===== config.mk =====
export PLATFORM = sky130hd
export DESIGN_NAME = bus_wait_ctrl
export DESIGN_NICKNAME = d
export VERILOG_FILES = /design/src/rtl/bwc_pkg.sv /design/src/rtl/bwc_cfg_reg.sv /design/src/rtl/bwc_wait_seq.sv /design/src/rtl/bwc_bus_drv.sv /design/src/rtl/bus_wait_ctrl.sv
export SDC_FILE = /design/constraint.sdc
export NUM_CORES = 1
export LEC_CHECK = 0
export ABC_CLOCK_PERIOD_IN_PS = 1600
export BUFFER_PORTS_ARGS = -buffer_cell sky130_fd_sc_hd__buf_2
export CORE_ASPECT_RATIO = 1.5
export CORE_UTILIZATION = 44
export DETAILED_ROUTE_END_ITERATION = 8
export HOLD_SLACK_MARGIN = 0.03
export PLACE_DENSITY = 0.88
export SYNTH_ARGS = -nofsm -noshare
export SYNTH_HDL_FRONTEND = slang
export SYNTH_SLANG_ARGS = --single-unit

===== constraint.sdc =====
create_clock -name clk -period 1.6 [get_ports clk]
set_clock_uncertainty 0.2 [all_clocks]
set_input_delay 0 -clock clk [delete_from_list [all_inputs] [get_ports clk]]
set_output_delay 0 -clock clk [all_outputs]
set_load 0.05 [all_outputs]

===== src/rtl/bwc_pkg.sv =====
package bwc_pkg;

    localparam int NUM_SEL     = 8;
    localparam int SEL_W       = $clog2(NUM_SEL);
    localparam int INT_SEL     = NUM_SEL - 1;
    localparam int ADDR_W      = 8;
    localparam int DATA_W      = 16;
    localparam int CFG_W       = 16;
    localparam int WAIT_EN_BIT = 14;
    localparam int UOUT_BIT    = 15;

    typedef struct packed {
        logic [SEL_W-1:0]  sel;
        logic              we;
        logic [ADDR_W-1:0] addr;
        logic [DATA_W-1:0] wdata;
    } bus_req_t;

    typedef enum logic {
        SEQ_IDLE   = 1'b0,
        SEQ_ACTIVE = 1'b1
    } seq_state_e;

    // Bit index in the control register of the wait request for a select/direction
    function automatic int ws_bit(input int sel, input logic is_read);
        return 2 * sel + (is_read ? 1 : 0);
    endfunction

endpackage


===== src/rtl/bwc_cfg_reg.sv =====
module bwc_cfg_reg
    import bwc_pkg::*;
(
    input  logic                clk,
    input  logic                rst,
    input  logic                cfg_wr,
    input  logic [CFG_W-1:0]    cfg_wdata,
    output logic [CFG_W-1:0]    cfg_q,
    output logic [NUM_SEL-1:0]  ws_rd_vec,
    output logic [NUM_SEL-1:0]  ws_wr_vec,
    output logic                wait_pin_en,
    output logic                user_out_en
);

    always_ff @(posedge clk) begin
        if (rst)
            cfg_q <= '0;
        else if (cfg_wr)
            cfg_q <= cfg_wdata;
    end

    for (genvar g = 0; g < NUM_SEL; g++) begin : g_dec
        if (g == INT_SEL) begin : g_int
            assign ws_rd_vec[g] = 1'b0;
            assign ws_wr_vec[g] = 1'b0;
        end else begin : g_ext
            assign ws_rd_vec[g] = cfg_q[ws_bit(g, 1'b1)];
            assign ws_wr_vec[g] = cfg_q[ws_bit(g, 1'b0)];
        end
    end

    assign wait_pin_en = cfg_q[WAIT_EN_BIT];
    assign user_out_en = cfg_q[UOUT_BIT];

    // user output enable tracks bit 15 of the last write
    p_user_out_r2: assert property (@(posedge clk) disable iff (rst)
        cfg_wr |=> (user_out_en == $past(cfg_wdata[UOUT_BIT])));

endmodule


===== src/rtl/bwc_wait_seq.sv =====
module bwc_wait_seq
    import bwc_pkg::*;
#(
    parameter int MAX_WS = 1
) (
    input  logic clk,
    input  logic rst,
    input  logic accept,
    input  logic need_ws,
    input  logic wait_en,
    input  logic pin_wait,
    output logic busy,
    output logic ready
);

    localparam int CNT_W = (MAX_WS < 1) ? 1 : $clog2(MAX_WS + 1);

    seq_state_e       state_q;
    logic [CNT_W-1:0] cnt_q;
    logic [CNT_W-1:0] tgt_q;
    logic             wen_q;
    logic             last_cyc;
    logic             hold;
    logic             done;

    assign busy     = (state_q == SEQ_ACTIVE);
    assign last_cyc = (cnt_q == tgt_q);
    assign hold     = wen_q && pin_wait;
    assign done     = busy && last_cyc && !hold;
    assign ready    = !busy || done;

    always_ff @(posedge clk) begin
        if (rst) begin
            state_q <= SEQ_IDLE;
            cnt_q   <= '0;
            tgt_q   <= '0;
            wen_q   <= 1'b0;
        end else if (accept) begin
            state_q <= SEQ_ACTIVE;
            cnt_q   <= '0;
            tgt_q   <= need_ws ? CNT_W'(MAX_WS) : '0;
            wen_q   <= wait_en;
        end else if (done) begin
            state_q <= SEQ_IDLE;
        end else if (busy && !last_cyc) begin
            cnt_q   <= cnt_q + 1'b1;
        end
    end

    // with the hold input disabled, the last programmed cycle always completes
    p_wait_ignored_r7: assert property (@(posedge clk) disable iff (rst)
        (busy && last_cyc && !wen_q) |-> ready);

    // no stall between accesses
    p_idle_ready_r5: assert property (@(posedge clk) disable iff (rst)
        !busy |-> ready);

endmodule


===== src/rtl/bwc_bus_drv.sv =====
module bwc_bus_drv
    import bwc_pkg::*;
(
    input  logic                clk,
    input  logic                rst,
    input  logic                accept,
    input  bus_req_t            req,
    input  logic                busy,
    input  logic [DATA_W-1:0]   bus_rdata,
    output logic [NUM_SEL-1:0]  bus_sel_oh,
    output logic                bus_rd,
    output logic                bus_wr,
    output logic [ADDR_W-1:0]   bus_addr,
    output logic [DATA_W-1:0]   bus_wdata,
    output logic [DATA_W-1:0]   core_rdata
);

    bus_req_t cap_q;

    always_ff @(posedge clk) begin
        if (rst)
            cap_q <= '0;
        else if (accept)
            cap_q <= req;
    end

    for (genvar g = 0; g < NUM_SEL; g++) begin : g_strobe
        assign bus_sel_oh[g] = busy && (cap_q.sel == SEL_W'(g));
    end

    assign bus_rd     = busy && !cap_q.we;
    assign bus_wr     = busy && cap_q.we;
    assign bus_addr   = cap_q.addr;
    assign bus_wdata  = cap_q.wdata;
    assign core_rdata = bus_rd ? bus_rdata : '0;

    // one select strobe at most, exactly one while active
    p_sel_onehot_r9: assert property (@(posedge clk) disable iff (rst)
        $onehot0(bus_sel_oh) && (busy == (bus_sel_oh != '0)));

endmodule


===== src/rtl/bus_wait_ctrl.sv =====
module bus_wait_ctrl
    import bwc_pkg::*;
#(
    parameter int MAX_WS = 1
) (
    input  logic                  clk,
    input  logic                  rst,
    input  logic                  acc_req,
    input  logic                  acc_we,
    input  logic [SEL_W-1:0]      acc_sel,
    input  logic [ADDR_W-1:0]     acc_addr,
    input  logic [DATA_W-1:0]     acc_wdata,
    output logic                  core_ready,
    output logic [DATA_W-1:0]     core_rdata,
    input  logic                  cfg_wr,
    input  logic [CFG_W-1:0]      cfg_wdata,
    output logic [CFG_W-1:0]      cfg_rdata,
    input  logic                  pin_wait,
    output logic                  user_out_en,
    output logic [NUM_SEL-1:0]    bus_sel_oh,
    output logic                  bus_rd,
    output logic                  bus_wr,
    output logic [ADDR_W-1:0]     bus_addr,
    output logic [DATA_W-1:0]     bus_wdata,
    input  logic [DATA_W-1:0]     bus_rdata
);

    logic [CFG_W-1:0]   cfg_q;
    logic [NUM_SEL-1:0] ws_rd_vec;
    logic [NUM_SEL-1:0] ws_wr_vec;
    logic               wait_pin_en;
    logic               need_ws;
    logic               accept;
    logic               busy;
    bus_req_t           req;

    assign req.sel   = acc_sel;
    assign req.we    = acc_we;
    assign req.addr  = acc_addr;
    assign req.wdata = acc_wdata;

    assign need_ws   = acc_we ? ws_wr_vec[acc_sel] : ws_rd_vec[acc_sel];
    assign accept    = acc_req && core_ready;
    assign cfg_rdata = cfg_q;

    bwc_cfg_reg u_cfg (
        .clk         (clk),
        .rst         (rst),
        .cfg_wr      (cfg_wr),
        .cfg_wdata   (cfg_wdata),
        .cfg_q       (cfg_q),
        .ws_rd_vec   (ws_rd_vec),
        .ws_wr_vec   (ws_wr_vec),
        .wait_pin_en (wait_pin_en),
        .user_out_en (user_out_en)
    );

    bwc_wait_seq #(.MAX_WS(MAX_WS)) u_seq (
        .clk      (clk),
        .rst      (rst),
        .accept   (accept),
        .need_ws  (need_ws),
        .wait_en  (wait_pin_en),
        .pin_wait (pin_wait),
        .busy     (busy),
        .ready    (core_ready)
    );

    bwc_bus_drv u_drv (
        .clk        (clk),
        .rst        (rst),
        .accept     (accept),
        .req        (req),
        .busy       (busy),
        .bus_rdata  (bus_rdata),
        .bus_sel_oh (bus_sel_oh),
        .bus_rd     (bus_rd),
        .bus_wr     (bus_wr),
        .bus_addr   (bus_addr),
        .bus_wdata  (bus_wdata),
        .core_rdata (core_rdata)
    );

    // peripheral-side outputs frozen while the core is stalled
    p_hold_stable_r9: assert property (@(posedge clk) disable iff (rst)
        ((bus_rd || bus_wr) && !core_ready) |=>
            ($stable(bus_addr) && $stable(bus_wdata) && $stable(bus_sel_oh)
             && $stable(bus_wr)));

    // internal select completes in its first cycle when hold is disabled
    p_int_nows_r6: assert property (@(posedge clk) disable iff (rst)
        (accept && (acc_sel == SEL_W'(INT_SEL)) && !cfg_q[WAIT_EN_BIT]) |=> core_ready);

endmodule


---- After elaboration in Yosys (flattened, before gate mapping) ----
Cells that the tools add are included.
cells by class
  reductions and logical operators ........ 24
  equality and inequality tests ........... 8
  bitwise logic cells ..................... 1
  add/sub/neg operators ................... 1
  muxes and demuxes ....................... 9
  order comparisons ....................... 1
operator list
  cell                 count
  $mux 16              1
  $logic_and 1x1->1    15
  $eq 3x3->1 const B   4
  $bmux 1 s3           2
  $eq 3x2->1 const B   2
  $mux 1               6
  $logic_not 1->1      4
  $lt 3x4->1 const B   1
  $eq 3x1->1 const B   1
  $logic_not 3->1      1
  $reduce_and 2->1     1
  $reduce_bool 2->1    1
  $reduce_or 2->1      1
  $add 1x1->1 const B  1
  $eq 1x1->1           1
  $logic_or 1x1->1     1
  $not 1->1            1
word-level totals
  output and inout port bits .............. 68
  input port bits ......................... 65
  register bits after elaboration ......... 48
  logic and storage cells ................. 53

---- Longest topological paths before layout ----
  word-level depth ........................ 6
  gate-level depth with buffers ........... 6
  gate-level depth less buffers ........... 5

---- Modules after synthesis ----
From an unflattened synthesis, not the netlist that was laid out.
second synthesis, totals
  cells, all modules ...................... 240
  area total of the unflattened synthesis .. 2411.1 um^2
modules (own cells, without submodules)
  module         cells an instance  instances  area each (um^2)  sequential area each (um^2)
  bwc_bus_drv    146                1          1388.8            560.5
  bwc_cfg_reg    71                 1          719.4             320.3
  bwc_wait_seq   15                 1          161.4             80.1
  bus_wait_ctrl  8                  1          141.4             0.0

---- Least setup slack after synthesis ----
OpenSTA, ideal clock, no wires.
  path type ............................... reg-to-output
  start point ............................. register u_seq.state_q, in the netlist u_seq.busy
  end point ............................... output core_rdata[10]
  path buffers ............................ 1
  data arrival time ....................... 1.696 ns
  data required time ...................... 1.400 ns
  slack ................................... -0.296 ns
  cell stages (with the launch flop) ...... 4
  cell sequence ........................... dfxtp_1 > and2b_1 > clkbuf_1 > and2_1
on the way
  cells in the longest elaborated chain, start to end .. 2
RTL lines
  what                      RTL line             source
  start: declaration        bwc_wait_seq.sv:18   seq_state_e state_q;
  start signal: assignment  bwc_wait_seq.sv:34   state_q <= SEQ_IDLE;
  start signal: assignment  bwc_wait_seq.sv:39   state_q <= SEQ_ACTIVE;
  start signal: assignment  bwc_wait_seq.sv:44   state_q <= SEQ_IDLE;
  $logic_and 1x1->1         bwc_bus_drv.sv:31    assign bus_rd = busy && !cap_q.we;
  via bus_rd                bus_wait_ctrl.sv:21  output logic bus_rd,
  $mux 16                   bwc_bus_drv.sv:35    assign core_rdata = bus_rd ? bus_rdata : '0;
  end: declaration          bus_wait_ctrl.sv:14  output logic [DATA_W-1:0] core_rdata,
The timed path passes the listed nets, and every way through them passes these cells.

---- Worst setup path in the final report ----
  start point ............................. register u_seq.cnt_q
  end point ............................... output core_ready
on the way
  cells in the longest elaborated chain, start to end .. 4
RTL lines
  what                             RTL line             source
  start: declaration               bwc_wait_seq.sv:19   logic [CNT_W-1:0] cnt_q;
  start signal: assignment         bwc_wait_seq.sv:46   cnt_q <= cnt_q + 1'b1;
  $eq 1x1->1                       bwc_wait_seq.sv:27   assign last_cyc = (cnt_q == tgt_q);
  $logic_and 1x1->1 (2 in series)  bwc_wait_seq.sv:29   assign done = busy && last_cyc && !hold;
  $logic_or 1x1->1                 bwc_wait_seq.sv:30   assign ready = !busy || done;
  end: declaration                 bus_wait_ctrl.sv:13  output logic core_ready,
No other way between the ends.

==> results.sh <==
export IMPL_outcome="completed"
export IMPL_wl_per_cell_um=14.1
export IMPL_maxSlewHeadroom_pct=69.3
export IMPL_num_vias=2446
export IMPL_setup_viol=0
export IMPL_critPathKind="flop to primary output"
export IMPL_setup_ws_ns=0.0449
export IMPL_final_hold_violation_count=0
export IMPL_yosys_area_top_type_share_pct=41.9
export IMPL_rsz0062_at_grt="yes"
export IMPL_avgViaCountPerCell=5.03
export IMPL_gr_usage_all_layers_pct=24.8
export IMPL_grt_pass1_vias=2320
export IMPL_globalplace_congestion=0.807
export IMPL_postSynthCellCount=269
export IMPL_placement_cell_area_um2=2830
export IMPL_yosys_warnings=0
export IMPL_post_route_drc_count=0
export IMPL_min_period_over_period_pct=97.2
export IMPL_finalPower_w=0.00303
export IMPL_drtIter0Drc=163
export IMPL_drive_gt1_share_pct=41.4
export IMPL_cts_inserted_buffers=5
export IMPL_synth_cell_types=27
export IMPL_num_nets_final=484
export IMPL_drtPass1Iterations=4
export IMPL_htreeDepth=2
export IMPL_coreArea_um2=4930
export IMPL_drv_cap=0
export IMPL_cts_root_buf="clkbuf_8"
export IMPL_antenna_found_initial=0
export IMPL_cts_sinks=48
export IMPL_cp_data_required_time_ns=1.40
export IMPL_hold_class="input port to flop"
export IMPL_fp_dieH_um=90.4
export IMPL_dpl_hpwl_um=4190
export IMPL_port_buffers=132
export IMPL_layout_commonest_cell="buf_2"
export IMPL_area_delta_synth_final_pct=54.0
export IMPL_finalInstanceArea_um2=3530
export IMPL_place_inst=426
export IMPL_synth_seq_area_share_pct=41.9
export IMPL_tritoncts="done"
export IMPL_ir_worst_vdd_v=0.000813
export IMPL_maxSlewViolCount=0
export IMPL_syn_num_nets=334
export IMPL_finalNonFillerCells=486
export IMPL_grt_max_degree=31
export IMPL_start_kind="flop"
export IMPL_netlist_area_um2=2290
export IMPL_fin_util_pct=71.6
export IMPL_worstPathArrival_ns=1.36
export IMPL_clk_pin_slew_ns=0.09
export IMPL_preCtsSetupSlack_ns=0.0583
export IMPL_ant_nets=0
export IMPL_rows=31
export IMPL_final_cell_mix="116 x buf_2, 49 x dlygate4sd3_1, 45 x dfxtp_1"
export IMPL_insertion_delay_ns=0.30
export IMPL_io_pin_count=133
export IMPL_synth_top_area_cell="dfxtp_1"
export IMPL_synth_seq_cells=48
export IMPL_leakage_nw=1.71
export IMPL_cts_buffer_depth=2
export IMPL_antenna_cells=0
export IMPL_critPathCaptureType="primary output"
export IMPL_dieWidth_um=60.9
export IMPL_start_util_pct=46.5
export IMPL_ys_top_cells_by_area="dfxtp_1 42%, buf_4 9.8%, mux2i_1 8.3%"
export IMPL_syn_avg_cell_area_um2=8.52
export IMPL_post_route_min_period_ns=1.56
export IMPL_grt_ovfl_total=0
export IMPL_fmax_mhz=643
export IMPL_grt_pass1_wl_um=10300
export IMPL_crit_path_max_fanout=5
export IMPL_die_area_um2=5510
export IMPL_worstMarginPinSlew_ns=0.460
export IMPL_wl_um=6840
export IMPL_power_density_nw_per_um2=859
what timing repair did:
action / 4_1_cts / 5_1_grt
endpoints found under the hold margin: 47 / 0
cloned: 0 / 1
buffers inserted: 1 / 1
setup endpoints to repair: 19 / 42
resized for setup: 20 / 35
pin swaps: 1 / 4
hold buffers: 49 / 0
where the power goes:
| group | switching (W) | internal (W) | total, W | leakage [nW] |
|---|---|---|---|---|
| Sequential | 0.0000487 | 0.00127 | 0.00132 | 0.397 |
| Clock | 0.000384 | 0.000464 | 0.000848 | 0.0552 |
| Combinational | 0.000543 | 0.000324 | 0.000867 | 1.26 |
| Total | 0.000976 | 0.00205 | 0.00303 | 1.71 |
worst paths after layout:
| kind | slack (ns) | startpoint | to | cells after the start |
|---|---|---|---|---|
| max | 0.04 | u_seq.cnt_q | core_ready | 5 |
| min | 0.03 | cfg_wr | u_cfg.cfg_q[9] | 3 |
| max reg2reg | 0.06 | u_seq.cnt_q | u_drv.bus_wdata[8] | 6 |
| min reg2reg | 0.27 | u_drv.bus_wdata[12] | u_drv.bus_wdata[12] | 2 |
metrics by stage:
step | setup TNS (ns) | hold WS [ns]
2_1_floorplan | -0.0104 | -0.0528
3_3_place_gp | 0 | 0.0316
3_5_place_dp | 0 | 0.0443
4_1_cts | -0.0143 | 0.0312
5_1_grt | -0.0310 | 0.0417
6_report | 0 | 0.0297
layer usage:
layer / track usage [%] / up-vias / wire (um)
met5: 0 / - / 0
met3: 4.58 / 17 / 442
met2: 48.0 / 118 / 3790
met1: 23.7 / 1120 / 2410
met4: 10.0 / 0 / 193
li1: - / 1191 / -
cells in the mapped netlist, drive strengths merged:
master,instances
a21oi,32
a311oi,1
and2,18
and2b,1
buf,38
clkbuf,10
dfxtp,48
inv,3
mux2i,19
mux4,2
nand2,2
nand2b,3
nand3,29
nand3b,2
nor2,23
nor3,4
o211ai,2
o21a,1
o21ai,29
o22ai,1
xor2,1
cell type report:
type | instances | area [um^2]
repair buffers | 191 | 1310
well taps | 66 | 82.6
clock inverters | 2 | 35.0
clock buffers | 6 | 72.6
fillers | 366 | 1400
multi-input cells | 170 | 1050
inverters | 3 | 13.8
flip-flops and latches | 48 | 965
critical path: stages, from the launching register on:
cell,delay (ns)
dfxtp_2,0.33
xor2_1,0.16
o21a_2,0.23
inv_4,0.08
buf_6,0.12
buf_8,0.14
cell families after synthesis:
logic type / Yosys count / share of synthesized area [%]
AND/OR/NAND/NOR: 82 / 18.0
AO/OA/AOI/OAI: 66 / 15.5
buffers and inverters: 51 / 13.9
flip-flops: 48 / 41.9
multiplexers: 21 / 10.3
XOR/XNOR: 1 / 0.382
flip-flops by register name (all words and copies together) (netlist names):
signal           flops
u_seq.tgt_q          1
u_cfg.cfg_q         16
u_seq.busy           1
u_drv.bus_addr       8
u_drv.bus_wdata     16
u_drv.cap_q          4
u_seq.wen_q          1
u_seq.cnt_q          1
(Power assumes the default switching activity.)
